--- src/rtl/link_pkg.sv ---
package link_pkg;
  typedef enum logic {RX_HUNT, RX_RECV} rx_state_e;
  // Five-chip window: second stop chip (0) then the start pattern 1,1,1,0.
  localparam logic [4:0] SYNC_WIN = 5'b01110;
  localparam logic [3:0] START_CHIPS = 4'b1110;
endpackage

--- src/rtl/link_in_sync.sv ---
module link_in_sync #(
  parameter int NCH = 6,
  parameter logic [NCH-1:0] RST_VAL = '1
) (
  input  logic           clk,
  input  logic           rst_n,
  input  logic [NCH-1:0] d_async,
  output logic [NCH-1:0] d_sync
);
  logic [NCH-1:0] meta_q, sync_q;

  always_ff @(posedge clk or negedge rst_n) begin
    if (!rst_n) begin
      meta_q <= RST_VAL;
      sync_q <= RST_VAL;
    end else begin
      meta_q <= d_async;
      sync_q <= meta_q;
    end
  end

  assign d_sync = sync_q;
endmodule

--- src/rtl/link_tx.sv ---
module link_tx #(
  parameter int NCH = 6,
  parameter logic [NCH-1:0] RST_VAL = '1
) (
  input  logic           clk,
  input  logic           rst_n,
  input  logic [NCH-1:0] ch_sync,
  output logic           ser_o
);
  import link_pkg::*;
  localparam int PKT_BITS  = NCH + 4;
  localparam int PKT_CHIPS = 2 * PKT_BITS;
  localparam int CW        = $clog2(PKT_CHIPS);
  localparam logic [CW-1:0] LAST = CW'(PKT_CHIPS - 1);

  logic [CW-1:0]  cnt_q;
  logic [NCH-1:0] snap_q;
  logic           ser_q;
  logic [NCH+1:0] payload;
  logic [CW-2:0]  bit_n;
  logic           half;
  logic           pay_bit;
  logic           chip_d;

  // payload bit order: data (ch0 first), even parity, stop
  assign payload = {1'b1, ^snap_q, snap_q};
  assign bit_n   = cnt_q[CW-1:1];
  assign half    = cnt_q[0];

  always_comb begin
    pay_bit = 1'b1;
    for (int j = 0; j < NCH + 2; j++) begin
      if (int'(bit_n) == j + 2) pay_bit = payload[j];
    end
  end

  always_comb begin
    if (int'(bit_n) < 2) chip_d = START_CHIPS[3 - int'(cnt_q)];
    else                 chip_d = pay_bit ^ half;
  end

  always_ff @(posedge clk or negedge rst_n) begin
    if (!rst_n) begin
      cnt_q  <= '0;
      snap_q <= RST_VAL;
      ser_q  <= 1'b0;
    end else begin
      ser_q <= chip_d;
      if (cnt_q == LAST) begin
        cnt_q  <= '0;
        snap_q <= ch_sync;
      end else begin
        cnt_q <= cnt_q + 1'b1;
      end
    end
  end

  assign ser_o = ser_q;

  // the snapshot only moves at a packet boundary
  p_snap_hold_r1: assert property (@(posedge clk) disable iff (!rst_n)
    (cnt_q != '0) |-> $stable(snap_q))
    else $error("snapshot changed inside a packet");

  // second chip of every payload bit is the complement of the first
  p_manchester_r2: assert property (@(posedge clk) disable iff (!rst_n)
    (!cnt_q[0] && (int'(cnt_q) >= 6)) |-> (ser_q != $past(ser_q)))
    else $error("payload symbol is not a Manchester pair");
endmodule

--- src/rtl/link_rx.sv ---
module link_rx #(
  parameter int NCH = 6,
  parameter logic [NCH-1:0] RST_VAL = '1
) (
  input  logic           clk,
  input  logic           rst_n,
  input  logic           ser_i,
  output logic [NCH-1:0] ch_o,
  output logic           err_o
);
  import link_pkg::*;
  localparam int BODY = 2 * (NCH + 2);
  localparam int BW   = $clog2(BODY);
  localparam logic [BW-1:0] LASTB = BW'(BODY - 1);

  rx_state_e       st_q;
  logic [3:0]      hist_q;
  logic [4:0]      win;
  logic [BW-1:0]   cnt_q;
  logic [BODY-2:0] body_q;
  logic [BODY-1:0] body_full;
  logic [NCH+1:0]  sym;
  logic [NCH+1:0]  pair_ok;
  logic            pkt_good;
  logic [NCH-1:0]  ch_q;
  logic            err_q;

  assign win       = {hist_q, ser_i};
  assign body_full = {body_q, ser_i};

  // oldest chip is the MSB of body_full
  for (genvar j = 0; j < NCH + 2; j++) begin : g_pair
    assign sym[j]     = body_full[BODY-1-2*j];
    assign pair_ok[j] = body_full[BODY-1-2*j] ^ body_full[BODY-2-2*j];
  end

  assign pkt_good = (&pair_ok) && !(^sym[NCH:0]) && sym[NCH+1];

  always_ff @(posedge clk or negedge rst_n) begin
    if (!rst_n) begin
      st_q   <= RX_HUNT;
      hist_q <= '0;
      cnt_q  <= '0;
      body_q <= '0;
      ch_q   <= RST_VAL;
      err_q  <= 1'b0;
    end else begin
      hist_q <= win[3:0];
      err_q  <= 1'b0;
      case (st_q)
        RX_HUNT: begin
          if (win == SYNC_WIN) begin
            st_q  <= RX_RECV;
            cnt_q <= '0;
          end
        end
        RX_RECV: begin
          body_q <= body_full[BODY-2:0];
          cnt_q  <= cnt_q + 1'b1;
          if (cnt_q == LASTB) begin
            st_q <= RX_HUNT;
            if (pkt_good) ch_q  <= sym[NCH-1:0];
            else          err_q <= 1'b1;
          end
        end
        default: st_q <= RX_HUNT;
      endcase
    end
  end

  assign ch_o  = ch_q;
  assign err_o = err_q;

  // a discarded packet leaves the outputs untouched
  p_hold_on_error_r6: assert property (@(posedge clk) disable iff (!rst_n)
    err_q |-> $stable(ch_q))
    else $error("outputs changed on a framing error");

  // the error flag is a single-cycle pulse
  p_err_pulse_r6: assert property (@(posedge clk) disable iff (!rst_n)
    err_q |=> !err_q)
    else $error("frame error longer than one cycle");

  // outputs only change at the end of a received packet
  p_update_on_recv_r4: assert property (@(posedge clk) disable iff (!rst_n)
    !$stable(ch_q) |-> ($past(st_q) == RX_RECV))
    else $error("outputs changed outside packet completion");

  // after every packet end the receiver hunts again
  p_rehunt_r7: assert property (@(posedge clk) disable iff (!rst_n)
    (st_q == RX_RECV && cnt_q == LASTB) |=> (st_q == RX_HUNT))
    else $error("receiver did not return to hunting");
endmodule

--- src/rtl/chan_serial_link.sv ---
module chan_serial_link #(
  parameter int   NCH          = 6,
  parameter logic DEFAULT_HIGH = 1'b1
) (
  input  logic           clk,
  input  logic           rst_n,
  input  logic [NCH-1:0] ch_in,
  output logic           ser_out,
  input  logic           ser_in,
  output logic [NCH-1:0] ch_out,
  output logic           frame_err
);
  localparam logic [NCH-1:0] RST_VAL = {NCH{DEFAULT_HIGH}};

  logic [NCH-1:0] ch_sync;

  link_in_sync #(.NCH(NCH), .RST_VAL(RST_VAL)) u_sync (
    .clk(clk), .rst_n(rst_n), .d_async(ch_in), .d_sync(ch_sync)
  );

  link_tx #(.NCH(NCH), .RST_VAL(RST_VAL)) u_tx (
    .clk(clk), .rst_n(rst_n), .ch_sync(ch_sync), .ser_o(ser_out)
  );

  link_rx #(.NCH(NCH), .RST_VAL(RST_VAL)) u_rx (
    .clk(clk), .rst_n(rst_n), .ser_i(ser_in), .ch_o(ch_out), .err_o(frame_err)
  );
endmodule

--- config.mk ---
export PLATFORM = sky130hd
export DESIGN_NAME = chan_serial_link
export DESIGN_NICKNAME = d
export VERILOG_FILES = /design/src/rtl/link_pkg.sv /design/src/rtl/link_in_sync.sv /design/src/rtl/link_tx.sv /design/src/rtl/link_rx.sv /design/src/rtl/chan_serial_link.sv
export SDC_FILE = /design/constraint.sdc
export NUM_CORES = 1
export LEC_CHECK = 0
export ABC_AREA = 1
export BUFFER_PORTS_ARGS = -buffer_cell sky130_fd_sc_hd__buf_4
export CAP_MARGIN = 10
export CORE_ASPECT_RATIO = 1.2
export CORE_MARGIN = 1.5
export CORE_UTILIZATION = 61
export CTS_BUF_LIST = sky130_fd_sc_hd__clkbuf_16
export DETAILED_ROUTE_END_ITERATION = 16
export GPL_ROUTABILITY_DRIVEN = 0
export PLACE_DENSITY = 0.8
export SYNTH_ARGS = -nofsm -noshare
export SYNTH_HDL_FRONTEND = slang
export SYNTH_HIERARCHICAL = 1
export SYNTH_SLANG_ARGS = --single-unit
export TNS_END_PERCENT = 30
--- constraint.sdc ---
create_clock -name clk -period 2.23 [get_ports clk]
set_input_delay 0.223 -clock clk [delete_from_list [all_inputs] [get_ports clk]]
set_output_delay 0.223 -clock clk [all_outputs]
set_load 0.01 [all_outputs]
==> results.toml, run 1 <==
[outcome]
status = "finished, final reports clean"

[synthesis]
synth_area_um2 = 2440
synth_cell_types = 24
yosysTopAreaCell = "dfrtp_1"
synth_area_leaders = "dfrtp_1 32%, dfstp_2 26%, nand2_1 18%"
synth_flop_cell = "dfrtp_1"
synth.avg_cell_area_um2 = 8.49
synth_edf_count = 0
synth_common_cells = "118 x nand2_1, 31 x dfrtp_1, 25 x inv_1"
synthCells = 287
seq_area_frac_synth = 0.577
async_flop_share = 1.00
yosysMostFrequentCell = "nand2_1"
ys_ff_latch = 55
synth_nets = 299
yosys_warnings = 6
netlist.area_leader.share = 0.318

[global_route]
grt_pass1_vias = 1762
overflow = 0
grt_use_total = 0.231
grt_max_degree = 56
antenna_found_initial = 0
grt_pass1_wl_um = 7540

[floorplan]
ios = 17
start_util = 0.628
row_count = 25
die_w_um = 60.7
die_height_um = 72.2
fp.dieArea_um2 = 4380
core_um2 = 3880

[layout]
layout-drive-gt1-share = 0.204
finalNonFillerCells = 363
nNetsFinal = 320
synthToLayoutAreaGrowth_pct = 13.9
fin_util = 0.715
diodes = 0

[route]
wl_per_cell_um = 11.8
drt-total-wl_um = 4280
first_pass_iters = 4
via_per_inst = 5.12
drc_errors = 0
dr.first_iter.drc_count = 82
ant_nets = 0
dr_total_vias = 1859

[timing]
finalHoldViolCount = 0
period_share = 0.637
finalSetupViolations = 0
tns_ns = 0
worst_pin_slew_ns = 0.653
period_needed_ns = 1.42
rsz0062_at_grt = "false"
drv_slew = 0
fmax_mhz = 704
finClkSkew_ns = 0.00439
whs_ns = 0.0375
max_slew_margin = 0.565

[run]
drv_cap = 0

[critical_path]
path_class = "reg -> reg"
crit_path_end_kind = "flop"
path_max_fanout = 4
worstPathArrival_ns = 1.61
crit_required_ns = 2.42
start_kind = "flop"

[power]
seq_power_share = 0.467
p_total_w = 0.00291
p_leak_nw = 1.39
power_frac_clock = 0.265
power_density_nw_per_um2 = 1050
internal-power_w = 0.00187
swShare = 0.359
comb_power_share = 0.268
switchingPower_w = 0.00105
peakVddDrop_uv = 762

[placement]
portBuffers = 16
dpl.hpwl_um = 2890
place_inst = 354

[clocking]
clkSinkCount = 55
htreeDepth = 2
cts_buffers = 5
cts_tree = "built"
cts_root_buffer = "clkbuf_16"
clk_pin_slew_ns = 0.07
worst_skew_pair.late_latency_ns = 0.29
cts_buffer_depth = 2

[min_path]
hold_class = "in -> reg"
==> path summary, 6_finish.rpt <==
check / slack [ns] / to / cells after the start / start
setup / recovery: 0.81 / u_tx/ser_o / 13 / u_tx/snap_q[2]
hold / removal: 0.04 / u_sync/meta_q[4] / 1 / ch_in[4]
setup reg to reg: 0.81 / u_tx/ser_o / 13 / u_tx/snap_q[2]
hold reg to reg: 0.36 / u_sync/d_sync[4] / 0 / u_sync/meta_q[4]
max in group asynchronous: 1.29 / u_rx/body_q[9] / 2 / rst_n
min in group asynchronous: 0.51 / u_tx/cnt_q[3] / 2 / rst_n
==> power by group through the flow <==
stage / clock network [W] / registers (W) / logic, W
finish: 0.000772 / 0.00136 / 0.000781
global route: 0.000829 / 0.00139 / 0.000914
CTS: 0.000789 / 0.00136 / 0.000780
detailed placement: 0 / 0.00137 / 0.000764
global placement: 0 / 0.00136 / 0.000731
floorplan: 0 / 0.00133 / 0.000605
==> placed cells by master, fill, tap and decap left out, types with 7 or more instances in the layout <==
master and count:
nand3_1 12, inv_2 9, dfstp_2 24, inv_1 25, nand4_1 7, dfrtp_1 31, nor2_1 15, buf_4 17
nand2_1 118, o21ai_0 24
==> layout make-up <==
cell class	count	area, µm²
Clock buffer	5	125
Clock inverter	3	25.0
Fill cell	309	1100
Inverter	34	128
Multi-Input combinational cell	194	886
Sequential cell	55	1410
Tap cell	54	67.6
Timing Repair Buffer	18	138
==> routing by layer <==
layer  vias to the layer above  track usage  share of wire
met5                         -            0              0
met4                         0       0.0918          0.016
met3                         6       0.0517          0.037
met2                        38        0.375           0.52
met1                       875        0.300           0.43
li1                        940            -              -
==> metrics by stage <==
stage               area [µm²]  setup slack [ns]
floorplan                 2440             0.979
global placement          2620             0.893
detailed placement        2620             0.843
CTS                       2780             0.816
global route              2780             0.609
finish                    2780             0.809
==> critical path, cell delays in order (launching register included) <==
cell     delay, ns
dfstp_2       0.56
inv_1         0.07
nand2_1       0.07
nand2_1       0.05
nand2_1       0.08
nand2_1       0.06
nand2_1       0.06
nand2_1       0.05
nand2_1       0.08
nand2_1       0.05
nand2_1       0.05
nand2_1       0.05
nand2_1       0.05
nand2_1       0.04
==> cell families after synthesis <==
family                     after synthesis  synth area share
buffers and inverters                   38            0.0591
DFF                                     55             0.577
and+or+nand+nor                        158             0.273
AOI/OAI and AO/OA                       30            0.0642
adders and majority gates                3            0.0154
xor gates and xnor gates                 3            0.0108
==> what timing repair did <==
action                     in CTS  in global routing
hold buffers                    1                  0
setup endpoints to repair       0                  0
hold endpoints to repair       31                  0
resized for setup               0                  0
setup buffers                   0                  0
==> flip-flops by register name, indices dropped and copies added (netlist names) <==
register / flops
u_rx/body_q: 15
u_rx/ch_o: 6
u_rx/cnt_q: 4
u_rx/err_o: 1
u_rx/hist_q: 4
u_rx/st_q: 1
u_sync/d_sync: 6
u_sync/meta_q: 6
u_tx/cnt_q: 5
u_tx/ser_o: 1
u_tx/snap_q: 6
Power figures use the tool's default switching activity.
==> run 2, diff against run 1 <==
--- a/config.mk
+++ b/config.mk
@@ -10,11 +10,11 @@
 export CAP_MARGIN = 10
 export CORE_ASPECT_RATIO = 1.2
 export CORE_MARGIN = 1.5
-export CORE_UTILIZATION = 61
+export CORE_UTILIZATION = 53
 export CTS_BUF_LIST = sky130_fd_sc_hd__clkbuf_16
 export DETAILED_ROUTE_END_ITERATION = 16
 export GPL_ROUTABILITY_DRIVEN = 0
-export PLACE_DENSITY = 0.8
+export PLACE_DENSITY = 0.74
 export SYNTH_ARGS = -nofsm -noshare
 export SYNTH_HDL_FRONTEND = slang
 export SYNTH_HIERARCHICAL = 1
==> constraint.sdc (replaced) <==
create_clock -name clk -period 1.15 [get_ports clk]
set_input_delay 0.115 -clock clk [delete_from_list [all_inputs] [get_ports clk]]
set_output_delay 0.115 -clock clk [all_outputs]
set_load 0.01 [all_outputs]
==> results.toml, run 2 (synthesis gave the netlist of run 1 again) <==
[outcome]
status = "finished, violations left"
violations = "negative setup slack"

[timing]
fin_ws_ns = -0.250
period_share = 1.22
period_needed_ns = 1.40
fmax_mhz = 714
rsz0062_at_grt = "true"
worst_pin_slew_ns = 0.303
drv_slew = 0
finalHoldViolCount = 0
finalSetupViolations = 14
finClkSkew_ns = 0.00729
max_slew_margin = 0.798
tns_ns = -1.82

[layout]
finalNonFillerCells = 407
design_area_um2 = 3270
synthToLayoutAreaGrowth_pct = 34.3
fin_util = 0.756
final_common_cell = "nand2_1"
largest-register = "u_rx/body_q"
layout-drive-gt1-share = 0.387
nNetsFinal = 362
largest_register_ffs = 15
diodes = 0
final_cell_mix = "97 x nand2_1, 47 x buf_4, 28 x dfrtp_1"

[route]
dr_total_vias = 2018
first_pass_iters = 4
ant_nets = 0
drc_errors = 0
wl_per_cell_um = 12.4
via_per_inst = 4.96
drt-total-wl_um = 5030
dr.first_iter.drc_count = 152

[floorplan]
start_util = 0.563
die_height_um = 77.3
row_count = 26
die_w_um = 64.9
fp.dieArea_um2 = 5010
ios = 17
core_um2 = 4330

[clocking]
clkSinkCount = 55
htreeDepth = 2
cts_buffers = 5
cts_root_buffer = "clkbuf_16"
clk_pin_slew_ns = 0.06
worst_skew_pair.late_latency_ns = 0.29
cts_tree = "built"
cts_buffer_depth = 2

[power]
peakVddDrop_uv = 1580
p_leak_nw = 1.62
power_density_nw_per_um2 = 2060

[global_route]
grt_use_total = 0.223
overflow = 0
antenna_found_initial = 0
grt_pass1_wl_um = 8560
grt_pass1_vias = 1950
grt_max_degree = 35

[critical_path]
path_class = "reg -> reg"
start_kind = "flop"
crit_path_max_incr_delay_ns = 0.43
crit_chain = "inv_2, nand2_1, nand2_1, nand2_1, nand2_1, inv_2, nand2_2, nand2_4, nand3_4, nand2_2, nand2_2"
worstPathArrival_ns = 1.62
crit_path_end_kind = "flop"
path_max_fanout = 8
cp_common_cell = "nand2_1"
crit_required_ns = 1.37
cp_slowest_cell = "dfrtp_1"

[placement]
place_inst = 383
place_area_um2 = 2860
dpl.hpwl_um = 3090
portBuffers = 16

[run]
drv_cap = 0

[min_path]
hold_class = "in -> reg"
-- run 2: final cells by class --
class / instances / area (µm²)
flip-flops and latches: 55 / 1410
fillers: 304 / 1060
multi-input cells: 194 / 973
repair buffers: 60 / 526
inverters: 34 / 128
clock buffers: 5 / 125
well taps: 56 / 70.1
clock inverters: 3 / 38.8
-- run 2: power by group --
| group | internal [W] | switching [W] |
|---|---|---|
| clock | 0.00101 | 0.000630 |
| sequential | 0.00231 | 0.000294 |
| combinational | 0.00108 | 0.00139 |
-- run 2: timing repair --
action,CTS,global route
gates resized for setup,16,28
endpoints found under the setup margin,19,19
endpoints found under the hold margin,27,0
pin swaps,19,14
setup buffers,5,4
hold buffers,7,0
-- run 2: worst max-delay path: cells and delay by family (launching register included) --
| kind | cells | cell delay, ns |
|---|---|---|
| simple gates | 9 | 0.77 |
| buf+inv | 2 | 0.14 |
| flops | 1 | 0.43 |
-- run 2: per-stage QoR --
step	hold WS [ns]	worst slack (ns)	total power [W]
after floorplan	-0.181	-0.0940	0.00377
after global placement	0.0252	-0.178	0.00438
after detailed placement	0.0285	-0.226	0.00444
after CTS	0.0475	-0.245	0.00631
after global routing	0.0551	-0.339	0.00718
final	0.0555	-0.250	0.00672
-- run 2: worst paths after layout --
check	cells past startpoint	startpoint	slack (ns)	endpoint
worst max register to register	11	u_rx/body_q[4]	-0.25	u_rx/ch_o[3]
worst min-delay path	2	ser_in	0.06	u_rx/hist_q[0]
worst max-delay path	11	u_rx/body_q[4]	-0.25	u_rx/ch_o[3]
worst min register to register	0	u_sync/meta_q[4]	0.35	u_sync/d_sync[4]
min in group asynchronous	2	rst_n	0.25	u_tx/cnt_q[3]
max in group asynchronous	3	rst_n	0.36	u_sync/d_sync[5]
-- run 2: routing by layer --
metal,up-vias,routed length [µm],global-route usage
met5,-,0,0
met2,46,2500,0.385
met4,0,99,0.0745
met1,938,2200,0.271
met3,12,224,0.0528
li1,1022,-,-
==> run 3, diff against run 2 <==
--- a/config.mk
+++ b/config.mk
@@ -5,7 +5,6 @@
 export SDC_FILE = /design/constraint.sdc
 export NUM_CORES = 1
 export LEC_CHECK = 0
-export ABC_AREA = 1
 export BUFFER_PORTS_ARGS = -buffer_cell sky130_fd_sc_hd__buf_4
 export CAP_MARGIN = 10
 export CORE_ASPECT_RATIO = 1.2
@@ -15,6 +14,7 @@
 export DETAILED_ROUTE_END_ITERATION = 16
 export GPL_ROUTABILITY_DRIVEN = 0
 export PLACE_DENSITY = 0.74
+export SLEW_MARGIN = 20
 export SYNTH_ARGS = -nofsm -noshare
 export SYNTH_HDL_FRONTEND = slang
 export SYNTH_HIERARCHICAL = 1
==> results.toml, run 3 <==
[synthesis]
synth_edf_count = 0
async_flop_share = 1.00
netlist.area_leader.share = 0.342
yosys_warnings = 6
synth_common_cells = "31 x dfrtp_1, 28 x mux2_2, 24 x dfstp_2"
synth_nets = 161
synth_area_um2 = 2270
synth_cell_types = 31
synth.avg_cell_area_um2 = 15.2
yosysMostFrequentCell = "dfrtp_1"
seq_area_frac_synth = 0.620
synth_area_leaders = "dfrtp_1 34%, dfstp_2 28%, mux2_2 14%"
synth_flop_cell = "dfrtp_1"
ys_ff_latch = 55
synthCells = 149
yosysTopAreaCell = "dfrtp_1"

[critical_path]
crit_required_ns = 1.36
start_kind = "flop"
rrSetupSlack_ns = -0.69
crit_chain = "xnor3_1, xnor3_2, nor4_4, buf_4, mux2_2"
path_max_fanout = 5
worstPathArrival_ns = 2.05
crit_path_max_incr_delay_ns = 0.39
cp_slowest_cell = "dfrtp_1"
path_class = "reg -> reg"
rr_startpoint = "u_rx/body_q[14]"
rr_endpoint = "u_rx/ch_o[5]"
crit_path_end_kind = "flop"
r2r_cells = 5

[power]
p_total_w = 0.00693
power_density_nw_per_um2 = 2300
peakVddDrop_uv = 1520
p_leak_nw = 1.35

[clocking]
cts_root_buffer = "clkbuf_16"
worst_skew_pair.late_latency_ns = 0.29
cts_buffer_depth = 2
htreeDepth = 2
cts_tree = "built"
clk_pin_slew_ns = 0.06
cts_buffers = 5
clkSinkCount = 55

[placement]
portBuffers = 16
dpl_worst_slack_ns = -0.702
dpl.hpwl_um = 2760

[layout]
final_cell_mix = "51 x buf_4, 31 x dfrtp_1, 25 x mux2_2"
largest_register_ffs = 15
synthToLayoutAreaGrowth_pct = 32.8
largest-register = "u_rx/body_q"
nNetsFinal = 225
final_common_cell = "buf_4"
layout-drive-gt1-share = 0.584
diodes = 0

[route]
dr.first_iter.drc_count = 37
via_per_inst = 5.06
ant_nets = 0
drt-total-wl_um = 4150
dr_total_vias = 1357
first_pass_iters = 2
wl_per_cell_um = 15.5
drc_errors = 0

[timing]
finClkSkew_ns = 0.00560
period_needed_ns = 1.84
period_share = 1.60
finalSetupViolations = 17
drv_slew = 0
worst_pin_slew_ns = 0.289
whs_ns = 0.0538
fin_ws_ns = -0.689
finalHoldViolCount = 0
rsz0062_at_grt = "true"
max_slew_margin = 0.807
tns_ns = -6.64
fmax_mhz = 544

[global_route]
grt_use_total = 0.198
grt_pass1_wl_um = 6960
antenna_found_initial = 0
overflow = 0
grt_max_degree = 38
grt_pass1_vias = 1458

[floorplan]
ios = 17
fp.dieArea_um2 = 4690
row_count = 25
core_um2 = 4040
die_w_um = 62.7
die_height_um = 74.7
start_util = 0.562

[min_path]
hp-start = "ser_in"
hold_depth = 2
min_to = "u_rx/hist_q[0]"
hold_class = "in -> reg"

[run]
drv_cap = 0

[outcome]
violations = "negative setup slack"
status = "finished, violations left"
==> run 3: cell count changes in the layout (fill, tap and decap cells not counted), sizes merged, moves of 6 or more <==
cell,delta
nand2,-117
inv,-32
mux2,+28
o21ai,-20
nand3,-10
nor2,-10
xor2,+7
xnor2,+6
==> run 3: timing repair <==
item	CTS	global route
hold endpoints to repair	31	0
buffers inserted	1	2
pin swaps	0	1
gates resized for setup	10	5
endpoints found under the setup margin	19	20
hold buffers	7	0
==> run 3: stage by stage <==
step | cells | area, µm² | utilization
6_report | 268 | 3010 | 0.747
5_1_grt | 268 | 3010 | 0.747
4_1_cts | 266 | 2980 | 0.740
3_5_place_dp | 250 | 2710 | 0.671
3_3_place_gp | 250 | 2710 | 0.671
2_1_floorplan | 149 | 2270 | -
==> run 3: area by class of cell <==
type	instances	area, µm²
clock buffers	6	150
flip-flops and latches	55	1410
repair buffers	62	507
multi-input cells	87	867
inverters	2	7.51
fillers	239	1020
clock inverters	2	8.76
well taps	54	67.6
==> run 3: critical path, delay by kind of cell, from the launching register on <==
family / cells / cell delay (ns)
xor+xnor: 2 / 0.68
buf+inv: 1 / 0.20
mux: 1 / 0.34
simple gates: 1 / 0.16
flops: 1 / 0.39
==> run 3: worst max path at each step <==
stage / startpoint / cells after the start / end
3_5_place_dp: u_rx/body_q[2] / 5 / u_rx/ch_o[3]
6_report: u_rx/body_q[14] / 5 / u_rx/ch_o[5]
2_1_floorplan: u_rx/body_q[14] / 4 / u_rx/ch_o[0]
5_1_grt: u_rx/body_q[14] / 5 / u_rx/ch_o[5]
3_3_place_gp: u_rx/body_q[2] / 5 / u_rx/ch_o[0]
4_1_cts: u_rx/body_q[14] / 5 / u_rx/ch_o[1]
==> run 3: kinds of logic (layout without fill, tap and decap cells) <==
logic type | count (synthesis) | after routing | synth area share
AOI/OAI and AO/OA | 11 | 11 | 0.0336
and+or+nand+nor | 23 | 23 | 0.0639
muxes | 31 | 31 | 0.158
DFF | 55 | 55 | 0.620
adders and majority gates | 3 | 3 | 0.0165
buffers and inverters | 7 | 72 | 0.0171
xor gates and xnor gates | 19 | 19 | 0.0915
==> run 3: routing by layer <==
metal	track usage	vias up	wire, µm
met5	0	-	0
met4	0.0642	0	46
met3	0.0433	6	127
met2	0.354	21	2190
met1	0.244	678	1790
li1	-	652	-
==> run 3: where the power goes <==
group / switching [W] / leakage (nW) / internal (W)
logic: 0.00108 / 0.653 / 0.00163
registers: 0.000302 / 0.621 / 0.00237
clock network: 0.000625 / 0.0794 / 0.000927
total: 0.00201 / 1.35 / 0.00493
